## config.mk

```make
export PLATFORM = sky130hd
export DESIGN_NAME = offset_counter
export DESIGN_NICKNAME = d
export VERILOG_FILES = /design/src/rtl/ctr_pkg.sv /design/src/rtl/ctr_slice.sv /design/src/rtl/offset_ctrl.sv /design/src/rtl/offset_counter.sv
export SDC_FILE = /design/constraint.sdc
export NUM_CORES = 1
export LEC_CHECK = 0
export BUFFER_PORTS_ARGS = -buffer_cell sky130_fd_sc_hd__buf_2
export CORE_AREA = 3 3 40 42
export CTS_CLUSTER_DIAMETER = 150
export DETAILED_ROUTE_END_ITERATION = 6
export DIE_AREA = 0 0 43 45
export GPL_TIMING_DRIVEN = 1
export PLACE_DENSITY_LB_ADDON = 0.08
export SKIP_LAST_GASP = 1
export SLEW_MARGIN = 20
export SYNTH_ARGS = -nofsm -noshare
export SYNTH_HDL_FRONTEND = slang
export SYNTH_SLANG_ARGS = --single-unit
```

## constraint.sdc

```tcl
create_clock -name clk -period 3.8 [get_ports clk]
set_input_delay 0.19 -clock clk [delete_from_list [all_inputs] [get_ports clk]]
set_output_delay 0.19 -clock clk [all_outputs]
set_load 0.02 [all_outputs]
```

## src/rtl/ctr_pkg.sv

```systemverilog
// Shared definitions for the offset counter: the sequencing mode encoding.
package ctr_pkg;
    typedef enum logic [1:0] {
        MODE_PLAIN = 2'd0,
        MODE_START = 2'd1,
        MODE_END   = 2'd2,
        MODE_SPARE = 2'd3
    } ctr_mode_e;
endpackage

```

## src/rtl/ctr_slice.sv

```systemverilog
// One counter stage: synchronous reset, clear, load and a count gated by two enables.
// The carry is combinational. It is asserted at all ones and qualified by en_t.
// Assumes single clock domain; priority is reset > clear > load > count.
module ctr_slice #(
    parameter int unsigned SW = 4
) (
    input  logic          clk,
    input  logic          rst_n,
    input  logic          clr_n,
    input  logic          ld_n,
    input  logic          en_p,
    input  logic          en_t,
    input  logic [SW-1:0] d,
    output logic [SW-1:0] q,
    output logic          co
);
    localparam logic [SW-1:0] ONE = SW'(1);

    // State register with the four-level priority
    always_ff @(posedge clk) begin
        if (!rst_n)            q <= '0;
        else if (!clr_n)       q <= '0;
        else if (!ld_n)        q <= d;
        else if (en_p && en_t) q <= q + ONE;
    end

    // Carry for the next stage, gated by this stage's second enable
    always_comb co = en_t && (&q);
endmodule

```

## src/rtl/offset_ctrl.sv

```systemverilog
// Offset sequencing control. In start mode the chain carry forces a reload of START_VAL.
// In end mode a full-width compare with TERM_VAL forces a clear.
// Both actions happen only when both enables are high. An external load supplies its own data.
module offset_ctrl
    import ctr_pkg::*;
#(
    parameter int unsigned W         = 4,
    parameter int unsigned START_VAL = 6,
    parameter int unsigned TERM_VAL  = 13
) (
    input  logic [1:0]   mode_sel,
    input  logic         clr_n,
    input  logic         ld_n,
    input  logic         en_p,
    input  logic         en_t,
    input  logic         chain_co,
    input  logic [W-1:0] count,
    input  logic [W-1:0] load_data,
    output logic         clr_eff_n,
    output logic         ld_eff_n,
    output logic [W-1:0] data_eff
);
    localparam logic [W-1:0] START_W = W'(START_VAL);
    localparam logic [W-1:0] TERM_W  = W'(TERM_VAL);

    ctr_mode_e mode;
    logic      run;
    logic      auto_clr;
    logic      auto_ld;

    // Mode decode and the combined run condition
    always_comb begin
        mode = ctr_mode_e'(mode_sel);
        run  = en_p && en_t;
    end

    // Terminal decode drives the synchronous clear
    always_comb auto_clr = (mode == MODE_END) && run && (count == TERM_W);

    // Chain carry drives the synchronous reload
    always_comb auto_ld = (mode == MODE_START) && en_p && chain_co;

    // Effective strobes and load data seen by the stages
    always_comb begin
        clr_eff_n = clr_n && !auto_clr;
        ld_eff_n  = ld_n && !auto_ld;
        data_eff  = (!ld_n) ? load_data : START_W;
    end
endmodule

```

## src/rtl/offset_counter.sv

```systemverilog
// Top: a chain of N_SLICES stages plus the offset control.
// Stage k takes its second enable from the carry of stage k-1. The last carry is the chain carry.
// Assumes one clock and a synchronous active-low reset.
module offset_counter
    import ctr_pkg::*;
#(
    parameter int unsigned SLICE_W   = 4,
    parameter int unsigned N_SLICES  = 1,
    parameter int unsigned START_VAL = 6,
    parameter int unsigned TERM_VAL  = 13
) (
    input  logic                          clk,
    input  logic                          rst_n,
    input  logic [1:0]                    mode_sel,
    input  logic                          clr_n,
    input  logic                          ld_n,
    input  logic                          en_p,
    input  logic                          en_t,
    input  logic [SLICE_W*N_SLICES-1:0]   load_data,
    output logic [SLICE_W*N_SLICES-1:0]   count,
    output logic                          carry
);
    localparam int unsigned W = SLICE_W * N_SLICES;

    logic          clr_eff_n;
    logic          ld_eff_n;
    logic [W-1:0]  data_eff;
    logic [N_SLICES:0] t_chain;

    // First stage takes the external second enable
    always_comb t_chain[0] = en_t;

    for (genvar k = 0; k < N_SLICES; k++) begin : g_slice
        ctr_slice #(.SW(SLICE_W)) u_slice (
            .clk   (clk),
            .rst_n (rst_n),
            .clr_n (clr_eff_n),
            .ld_n  (ld_eff_n),
            .en_p  (en_p),
            .en_t  (t_chain[k]),
            .d     (data_eff[k*SLICE_W +: SLICE_W]),
            .q     (count[k*SLICE_W +: SLICE_W]),
            .co    (t_chain[k+1])
        );
    end

    // Chain carry is the last stage's carry
    always_comb carry = t_chain[N_SLICES];

    offset_ctrl #(
        .W         (W),
        .START_VAL (START_VAL),
        .TERM_VAL  (TERM_VAL)
    ) u_ctrl (
        .mode_sel  (mode_sel),
        .clr_n     (clr_n),
        .ld_n      (ld_n),
        .en_p      (en_p),
        .en_t      (en_t),
        .chain_co  (carry),
        .count     (count),
        .load_data (load_data),
        .clr_eff_n (clr_eff_n),
        .ld_eff_n  (ld_eff_n),
        .data_eff  (data_eff)
    );
endmodule

```

==> metrics.cfg, run 1 <==
[cells_and_area]
n_antenna_cell = 0
max_flop_register = g_slice.u_slice.q
nets = 67
final_common_cell = buf_2
largestRegisters = g_slice.u_slice.q (4)
drive_above_1_share_pct = 45.1
layout_common_cells = buf_2, a21oi_1, dfxtp_1
largest_reg_flops = 4
layout.area.seq_um2 = 80.1
multi_input_area_um2 = 181
fillers = 150
final_util_pct = 30.7
area_delta_synth_final_pct = 44.5

[pwr]
finalPower_mw = 0.122
clockPowerShare_pct = 44.4
ir_drop_mv = 0.117
pwr-share-comb_pct = 17.4
p_sw_share_pct = 27.0
power_leakage_nw = 0.180
internal-power_mw = 0.0890
p_switching_mw = 0.0330
p_per_area_nw_per_um2 = 309
seqPwrFrac_pct = 38.2

[routing]
drt_wl_total_um = 787
routed-via-count = 315
viasPerCell = 4.77
antenna_left = 0
drc = 0
wl_per_cell_um = 11.9
drt_iter0_markers = 7
first_pass_iters = 4

[yosys]
ys.warnings.count = 0
yosysTopAreaCellShare_pct = 29.4
synthDistinctLibCells = 20
avgSynthCellArea_um2 = 8.52
yosysSeqAreaShare_pct = 29.4
syn_nets = 46
synthTopCellsByArea = dfxtp_1, ha_1, a21oi_1, a41oi_2, o21ai_0
synth_top_area_cell = dfxtp_1
synth_seq_cells = 4
synth.cell_area_um2 = 273
synth_cells = 32

[die]
ios = 17
initial_utilization_pct = 21.2
die_h_um = 45
design.core.area_um2 = 1280
die_area_um2 = 1940
rows = 13
die_w_um = 43

[critical_path]
cp_max_fo = 6
critPathArrivalTime_ns = 1.26
crit_path_end_kind = output pin
critPathLaunchType = flip-flop
worstPathRequired_ns = 3.61
worstReg2RegStart = g_slice[0].u_slice.q[0]$_SDFFE_PN0P_
startpoint = g_slice[0].u_slice.q[0]$_SDFFE_PN0P_
worstSetupPathType = flip-flop to output pin

[grt]
grt_start_max_net_pins = 8
first_global_vias = 326
grt_overflow = 0
antenna_found_initial = 0
grt_util_all_layers_pct = 10.2
grt_first_pass_wirelength_um = 1390

[clocking]
ctsHtreeMaxLevel = 1
numCtsBuffers = 3
postCtsHoldBufs = 0
postCtsSetupRepairBufs = 0
cts_tree = done
cts.sinks = 4
cts_root_buffer = clkbuf_4
cts_buffer_depth = 2
ctsResizeCount = 0
clk_latency_ns = 0.24
path_clk_slew_ns = 0.04

[worst_hold_path]
hold_path.class = primary input to flip-flop
worstHoldStart = ld_n

[placement]
place_ws_ns = 2.46
place.port_buffers = 16
hpwl_um = 638
place_congestion = 0.765

[sta]
max_freq_mhz = 690
setup_ws_ns = 2.35
tightest_slew_ns = 0.238
fin_skew_ns = 0.00344
hold_slack_ns = 0.173
rsz0062_at_grt = false
fin_crit_sh_pct = 38.1
finalSetupViolations = 0
min_period_ns = 1.45
tns_ns = 0
drv_slew = 0
slew_headroom_pct = 84.0
finalHoldViolations = 0

[outcome]
status = completed

[run]
max-cap-violations = 0

-- routing by layer --
layer | vias up | part of all wire [%] | global-route usage [%]
li1 | 162 | - | -
met1 | 126 | 47 | 12.6
met2 | 22 | 35 | 12.6
met3 | 5 | 14 | 5.18
met4 | 0 | 3.7 | 9.04
met5 | - | 0 | 0
-- synthesized netlist by cell type --
master    n
inv_1     3
nor2_1    1
a41oi_2   1
and4_4    1
nand2_2   1
o21ai_1   1
a21oi_2   1
nor3_1    1
a21boi_1  1
dfxtp_1   4
o21a_1    1
xor2_1    1
a21oi_1   4
nand3_1   2
ha_1      2
a311oi_1  1
nand4b_1  1
nand2_1   1
o311a_1   1
o21ai_0   3
-- critical path, stage by stage, from the launching register on --
cell	delay, ns
dfxtp_1	0.42
ha_1	0.20
and4_4	0.24
buf_2	0.16
-- logic make-up after synthesis --
family          after synthesis  share of synthesized area, %
xor+xnor                      1                          3.21
fa+ha+maj                     2                          9.17
flops                         4                          29.4
compound gates               14                          36.2
simple gates                  8                          17.9
buf+inv                       3                          4.13
-- area by class of cell --
| type | instances | area share [%] |
|---|---|---|
| Clock buffer | 3 | 5.71 |
| Multi-Input combinational cell | 25 | 46.0 |
| Inverter | 3 | 2.86 |
| Sequential cell | 4 | 20.3 |
| Timing Repair Buffer | 16 | 20.3 |
| Tap cell | 15 | 4.76 |
-- per-stage QoR --
| stage | std cells | cell area, um2 |
|---|---|---|
| 2_1_floorplan | 32 | 273 |
| 3_3_place_gp | 63 | 372 |
| 3_5_place_dp | 63 | 372 |
| 4_1_cts | 66 | 394 |
| 5_1_grt | 66 | 394 |
| 6_report | 66 | 394 |
-- power by group through the flow --
stage	Sequential, mW	Combinational, mW	Clock (mW)
6_report	0.0466	0.0212	0.0541
5_1_grt	0.0468	0.0241	0.0584
4_1_cts	0.0465	0.0215	0.0573
3_5_place_dp	0.0472	0.0215	0
3_3_place_gp	0.0471	0.0215	0
2_1_floorplan	0.0490	0.00846	0
-- worst paths after layout --
check / cells after the start / slack (ns) / to
worst min register to register: 2 / 0.60 / g_slice[0].u_slice.q[1]$_SDFFE_PN0P_
worst max register to register: 5 / 2.45 / g_slice[0].u_slice.q[0]$_SDFFE_PN0P_
worst min-delay path: 2 / 0.17 / g_slice[0].u_slice.q[0]$_SDFFE_PN0P_
worst max-delay path: 3 / 2.35 / carry
(Power assumes the default switching activity.)
==> run 2: changes to the inputs <==
clock period = 1.4 ns   (was 3.8 ns; I/O delays follow)
==> metrics.cfg, run 2 (synthesis gave the netlist of run 1 again) <==
[critical_path]
crit_buf_inv = 0  ; was 1
cp_cell_sequence = ha_1, and4_4, a311oi_1, a21oi_1, a21oi_2  ; was ha_1, and4_4, buf_2
crit_family = compound AO/OA/AOI/OAI gates  ; was flip-flops
reg2reg_slack_ns = 0.09  ; was 2.45 ns
critPathMaxStageDelay_ns = 0.34  ; was 0.42 ns
worstSetupPathType = flip-flop to flip-flop  ; was flip-flop to output pin
critPathArrivalTime_ns = 1.48  ; was 1.26 ns
worstPathRequired_ns = 1.56  ; was 3.61 ns
rr_worst_depth = 5  ; unchanged
rr_endpoint = g_slice[0].u_slice.q[0]$_SDFFE_PN0P_  ; unchanged
critPathLaunchType = flip-flop  ; unchanged
crit_path_end_kind = flip-flop  ; was output pin
cp_max_fo = 6  ; unchanged
worstReg2RegStart = g_slice[0].u_slice.q[0]$_SDFFE_PN0P_  ; unchanged
cp_slowest_cell = dfxtp_2  ; was dfxtp_1

[sta]
setup_ws_ns = 0.0855  ; was 2.35 ns
finalSetupViolations = 0  ; unchanged
fin_crit_sh_pct = 93.9
fin_skew_ns = 0.00167  ; was 0.00344 ns
drv_slew = 0  ; unchanged
max_freq_mhz = 761
tns_ns = 0  ; unchanged
finalHoldViolations = 0  ; unchanged
hold_slack_ns = 0.0591  ; was 0.173 ns
slew_headroom_pct = 85.2  ; was 84.0%
rsz0062_at_grt = false  ; unchanged
tightest_slew_ns = 0.220  ; was 0.238 ns
min_period_ns = 1.31

[cells_and_area]
fillers = 149  ; was 150
multi_input_area_um2 = 181  ; unchanged
largestRegisters = g_slice.u_slice.q (4)  ; unchanged
nets = 67  ; unchanged
final_util_pct = 30.8  ; was 30.7%
layout.area.seq_um2 = 81.3  ; was 80.1 um2
drive_above_1_share_pct = 47.1  ; was 45.1%
layout_common_cells = buf_2, a21oi_1  ; was buf_2, a21oi_1, dfxtp_1
largest_reg_flops = 4  ; unchanged
fin_area_um2 = 395  ; was 394 um2
max_flop_register = g_slice.u_slice.q  ; unchanged
final_common_cell = buf_2  ; unchanged
n_antenna_cell = 0  ; unchanged
area_delta_synth_final_pct = 45.0  ; was 44.5%

[pwr]
p_switching_mw = 0.0837  ; was 0.0330 mW
pwr-share-comb_pct = 17.9  ; was 17.4%
internal-power_mw = 0.241  ; was 0.0890 mW
power_leakage_nw = 0.180  ; about the same
clockPowerShare_pct = 43.2  ; was 44.4%
p_per_area_nw_per_um2 = 822  ; was 309 nW/um2
p_sw_share_pct = 25.7  ; was 27.0%
ir_drop_mv = 0.315  ; was 0.117 mV
seqPwrFrac_pct = 38.9  ; was 38.2%

[clocking]
numCtsBuffers = 3  ; unchanged
cts_tree = done  ; unchanged
clk_latency_ns = 0.23  ; was 0.24 ns
cts_root_buffer = clkbuf_4  ; unchanged
path_clk_slew_ns = 0.04  ; about the same
cts.sinks = 4  ; unchanged
postCtsSetupRepairBufs = 0  ; unchanged
ctsHtreeMaxLevel = 1  ; unchanged
postCtsHoldBufs = 0  ; unchanged
ctsResizeCount = 0  ; unchanged
cts_buffer_depth = 2  ; unchanged

[routing]
dr_wl_met2_um = 311  ; was 273 um
viasPerCell = 4.74  ; was 4.77
antenna_left = 0  ; unchanged
wl_per_cell_um = 11.5  ; was 11.9 um
drc = 0  ; unchanged
wl_met3_um = 94  ; was 113 um
routed-via-count = 313  ; was 315
top_layer_used = met4  ; unchanged
drt_iter0_markers = 4  ; was 7
first_pass_iters = 3  ; was 4
drt_wl_total_um = 759  ; was 787 um
wl_met1_um = 346  ; was 370 um

[placement]
place_congestion = 0.695  ; was 0.765
place_ws_ns = 0.105  ; was 2.46 ns
place_area_um2 = 373  ; was 372 um2
place.port_buffers = 16  ; unchanged
hpwl_um = 646  ; was 638 um

[outcome]
status = completed  ; unchanged

[grt]
grt_start_max_net_pins = 8  ; unchanged
antenna_found_initial = 0  ; unchanged
grt_first_pass_wirelength_um = 1330  ; was 1390 um
grt_util_all_layers_pct = 9.67  ; was 10.2%
grt_overflow = 0  ; unchanged
first_global_vias = 328  ; was 326

[run]
max-cap-violations = 0  ; unchanged

[die]
rows = 13  ; unchanged
die_area_um2 = 1940  ; unchanged
die_h_um = 45  ; unchanged
ios = 17  ; unchanged
initial_utilization_pct = 21.2  ; unchanged
design.core.area_um2 = 1280  ; unchanged
die_w_um = 43  ; unchanged

[worst_hold_path]
worstHoldStart = ld_n  ; unchanged
hold_path.class = primary input to flip-flop  ; unchanged
whs_endpoint = g_slice[0].u_slice.q[0]$_SDFFE_PN0P_  ; unchanged
min_path_cells = 2  ; unchanged

==> run 2: cell counts in the layout (fill, tap and decap cells not counted) <==
No cell type changed its count.
==> run 2: routing by layer <==
| layer | vias up | track usage, % |
|---|---|---|
| met5 | - | 0 |
| met4 | 0 | 9.04 |
| met3 | 2 | 3.59 |
| met2 | 15 | 13.8 |
| met1 | 136 | 11.1 |
| li1 | 160 | - |
==> run 2: worst register-to-register path, cell delays in order (launching register included) <==
cell	delay, ns
dfxtp_2	0.34
ha_1	0.22
and4_4	0.19
a311oi_1	0.26
a21oi_1	0.10
a21oi_2	0.13
==> run 2: cell type report <==
class | count | area share, %
repair buffers | 16 | 20.3
clock buffers | 3 | 5.70
well taps | 15 | 4.75
flip-flops and latches | 4 | 20.6
inverters | 3 | 2.85
multi-input cells | 25 | 45.9
==> run 2: power by group through the flow <==
stage	Clock [mW]	Sequential (mW)	Combinational, mW
CTS	0.148	0.127	0.0591
detailed placement	0	0.128	0.0589
global route	0.159	0.128	0.0650
global placement	0	0.128	0.0578
floorplan	0	0.133	0.0230
finish	0.140	0.126	0.0583
==> run 2: how the worst max path moves through the flow <==
stage,slack (ns),to,cells after the start,startpoint
finish,0.09,g_slice[0].u_slice.q[0]$_SDFFE_PN0P_,5,g_slice[0].u_slice.q[0]$_SDFFE_PN0P_
global route,0.006,g_slice[0].u_slice.q[0]$_SDFFE_PN0P_,5,g_slice[0].u_slice.q[0]$_SDFFE_PN0P_
CTS,0.08,g_slice[0].u_slice.q[0]$_SDFFE_PN0P_,5,g_slice[0].u_slice.q[0]$_SDFFE_PN0P_
detailed placement,0.10,g_slice[0].u_slice.q[0]$_SDFFE_PN0P_,5,g_slice[0].u_slice.q[0]$_SDFFE_PN0P_
global placement,0.10,g_slice[0].u_slice.q[0]$_SDFFE_PN0P_,5,g_slice[0].u_slice.q[0]$_SDFFE_PN0P_
floorplan,0.01,g_slice[0].u_slice.q[0]$_SDFFE_PN0P_,5,g_slice[0].u_slice.q[1]$_SDFFE_PN0P_
==> run 2: stage by stage <==
step | cells | total power [mW]
after floorplan | 32 | 0.156
after global placement | 63 | 0.186
after detailed placement | 63 | 0.187
after CTS | 66 | 0.334
after global routing | 66 | 0.352
final | 66 | 0.325
==> run 3: changes to the inputs <==
ABC_AREA = 1   (was default)
RECOVER_POWER = 50   (was default)
==> metrics.cfg, run 3 <==
[yosys]
yosysTopAreaCellShare_pct = 21.2  ; was 29.4%
synth_seq_cells = 4  ; unchanged
synth.cell_area_um2 = 378  ; was 273 um2
synth_edf_count = 0  ; unchanged
syn_nets = 70  ; was 46
synthDistinctLibCells = 18  ; was 20
synthTopCellsByArea = dfxtp_1, nand2_1, inv_1, nand3_1, ha_1  ; was dfxtp_1, ha_1, a21oi_1, a41oi_2, o21ai_0
synth.most_common_cell = nand2_1
ys.warnings.count = 0  ; unchanged
yosys-top-cells-count = nand2_1, inv_1, nand3_1, dfxtp_1  ; was a21oi_1, dfxtp_1, inv_1, o21ai_0
synth_cells = 56  ; was 32
avgSynthCellArea_um2 = 6.75  ; was 8.52 um2
synth_top_area_cell = dfxtp_1  ; unchanged
async_reset_ff_share_pct = 0  ; unchanged
ys.flop_type = dfxtp_1  ; unchanged
yosysSeqAreaShare_pct = 21.2  ; was 29.4%

[critical_path]
crit_path_end_kind = output pin  ; was flip-flop
critPathLaunchType = flip-flop  ; unchanged
cp_max_fo = 5  ; was 6
worstSetupPathType = flip-flop to output pin  ; was flip-flop to flip-flop
worstPathRequired_ns = 1.33  ; was 1.56 ns
cp_cell_sequence = ha_1, nand2_2, nor2_4, buf_2  ; was ha_1, and4_4, a311oi_1, a21oi_1, a21oi_2
critPathMaxStageDelay_ns = 0.38  ; was 0.34 ns
cp_slowest_cell = dfxtp_1  ; was dfxtp_2
critPathArrivalTime_ns = 1.21  ; was 1.48 ns

[routing]
drt_iter0_markers = 6  ; was 4
wl_per_cell_um = 9.82  ; was 11.5 um
dr_wl_met2_um = 432  ; was 311 um
first_pass_iters = 4  ; was 3
wl_met1_um = 384  ; was 346 um
top_layer_used = met3  ; was met4
routed-via-count = 405  ; was 313
drt_wl_total_um = 884  ; was 759 um
wl_met3_um = 67  ; was 94 um
antenna_left = 0  ; unchanged
drc = 0  ; unchanged
viasPerCell = 4.50  ; was 4.74

[cells_and_area]
drive_above_1_share_pct = 40.0  ; was 47.1%
layout_common_cells = nand2_1, buf_2, inv_1, nand3_1, clkbuf_1  ; was buf_2, a21oi_1
area_delta_synth_final_pct = 31.1  ; was 45.0%
largest_reg_flops = 4  ; unchanged
nets = 91  ; was 67
n_antenna_cell = 0  ; unchanged
max_flop_register = g_slice.u_slice.q  ; unchanged
fillers = 164  ; was 149
largestRegisters = g_slice.u_slice.q (4)  ; unchanged
final_common_cell = nand2_1  ; was buf_2

[worst_hold_path]
hold_path.class = primary input to flip-flop  ; unchanged

[grt]
first_global_vias = 405  ; was 328
grt_start_max_net_pins = 8  ; unchanged
grt_overflow = 0  ; unchanged
grt_first_pass_wirelength_um = 1680  ; was 1330 um
antenna_found_initial = 0  ; unchanged
grt_util_all_layers_pct = 11.5  ; was 9.67%

[placement]
place.port_buffers = 16  ; unchanged
hpwl_um = 756  ; was 646 um
place_congestion = 0.746  ; was 0.695

[die]
ios = 17  ; unchanged
die_h_um = 45  ; unchanged
design.core.area_um2 = 1280  ; unchanged
rows = 13  ; unchanged
initial_utilization_pct = 29.4  ; was 21.2%
die_area_um2 = 1940  ; unchanged
die_w_um = 43  ; unchanged

[sta]
finalHoldViolations = 0  ; unchanged
finalSetupViolations = 0  ; unchanged
fin_skew_ns = 0.00124  ; was 0.00167 ns
max_freq_mhz = 781  ; was 761 MHz
tightest_slew_ns = 0.260  ; was 0.220 ns
min_period_ns = 1.28  ; was 1.31 ns
fin_crit_sh_pct = 91.5  ; was 93.9%
slew_headroom_pct = 82.7  ; was 85.2%
drv_slew = 0  ; unchanged
hold_slack_ns = 0.0897  ; was 0.0591 ns
rsz0062_at_grt = false  ; unchanged
tns_ns = 0  ; unchanged

[pwr]
p_per_area_nw_per_um2 = 700  ; was 822 nW/um2
finalPower_mw = 0.347  ; was 0.325 mW
power_leakage_nw = 0.250  ; was 0.180 nW
ir_drop_mv = 0.401  ; was 0.315 mV

[outcome]
status = completed  ; unchanged

[clocking]
path_clk_slew_ns = 0.03  ; was 0.04 ns
cts.sinks = 4  ; unchanged
postCtsSetupRepairBufs = 0  ; unchanged
clk_latency_ns = 0.23  ; about the same
numCtsBuffers = 3  ; unchanged
cts_tree = done  ; unchanged
ctsHtreeMaxLevel = 1  ; unchanged
cts_buffer_depth = 2  ; unchanged
cts_root_buffer = clkbuf_4  ; unchanged

[run]
max-cap-violations = 0  ; unchanged

==> run 3: cell types whose count changed after synthesis, moves of 2 or more <==
cell,change
inv_1,+6
nand3_1,+4
nand2_1,+13
nand2_2,+2
or2_2,+2
o21ai_0,-3
nand4_1,+2
nand3_2,+2
==> run 3: power breakdown <==
| group | switching [mW] | internal [mW] |
|---|---|---|
| combinational | 0.0476 | 0.0336 |
| clock | 0.0411 | 0.0954 |
| sequential | 0.00848 | 0.121 |
==> run 3: final timing paths <==
path | slack, ns | end | depth (start not counted) | startpoint
worst max-delay path | 0.12 | carry | 4 | g_slice[0].u_slice.q[1]$_SDFFE_PN0P_
worst min-delay path | 0.09 | g_slice[0].u_slice.q[0]$_SDFFE_PN0P_ | 3 | load_data[0]
worst max register to register | 0.22 | g_slice[0].u_slice.q[2]$_SDFFE_PN0P_ | 7 | g_slice[0].u_slice.q[1]$_SDFFE_PN0P_
worst min register to register | 0.58 | g_slice[0].u_slice.q[2]$_SDFFE_PN0P_ | 2 | g_slice[0].u_slice.q[2]$_SDFFE_PN0P_
==> run 3: timing repair <==
action | CTS | global route
hold buffers | 0 | 0
endpoints found under the setup margin | 0 | 1
gates resized for setup | 0 | 1
==> run 3: cells by family after synthesis <==
kind of cell / Yosys count / share of synthesized area (%)
buffers and inverters: 10 / 9.93
and+or+nand+nor: 33 / 47.4
DFF: 4 / 21.2
AOI/OAI and AO/OA: 7 / 14.9
adders and majority gates: 2 / 6.62
==> run 3: metrics by stage <==
stage	setup slack [ns]	cell area, um2	utilization, %	instances
final	0.119	495	38.6	90
after CTS	0.0413	499	38.9	90
after floorplan	0.0281	378	-	56
after global routing	0.0119	495	38.6	90
after detailed placement	0.156	477	37.1	87
after global placement	0.178	477	37.1	87
==> run 3: cell type report <==
class                           instances  area [um2]  area share [%]
Timing Repair Buffer                   16        75.1            15.2
Clock buffer                            3        22.5            4.55
Multi-Input combinational cell         42         260            52.5
Sequential cell                         4        81.3            16.4
Tap cell                               15        18.8            3.79
Inverter                               10        37.5            7.58
==> run 3: routing by layer <==
metal,global-route usage [%],vias to the layer above
met5,0,-
met4,5.42,0
met3,3.98,0
met2,17.4,15
met1,14.7,171
li1,-,219
==> run 3: critical path, delay by kind of cell, from the launching register on <==
family / cells / cell delay [ns]
buffers and inverters: 1 / 0.17
adders and majority gates: 1 / 0.21
DFF: 1 / 0.38
and+or+nand+nor: 2 / 0.22
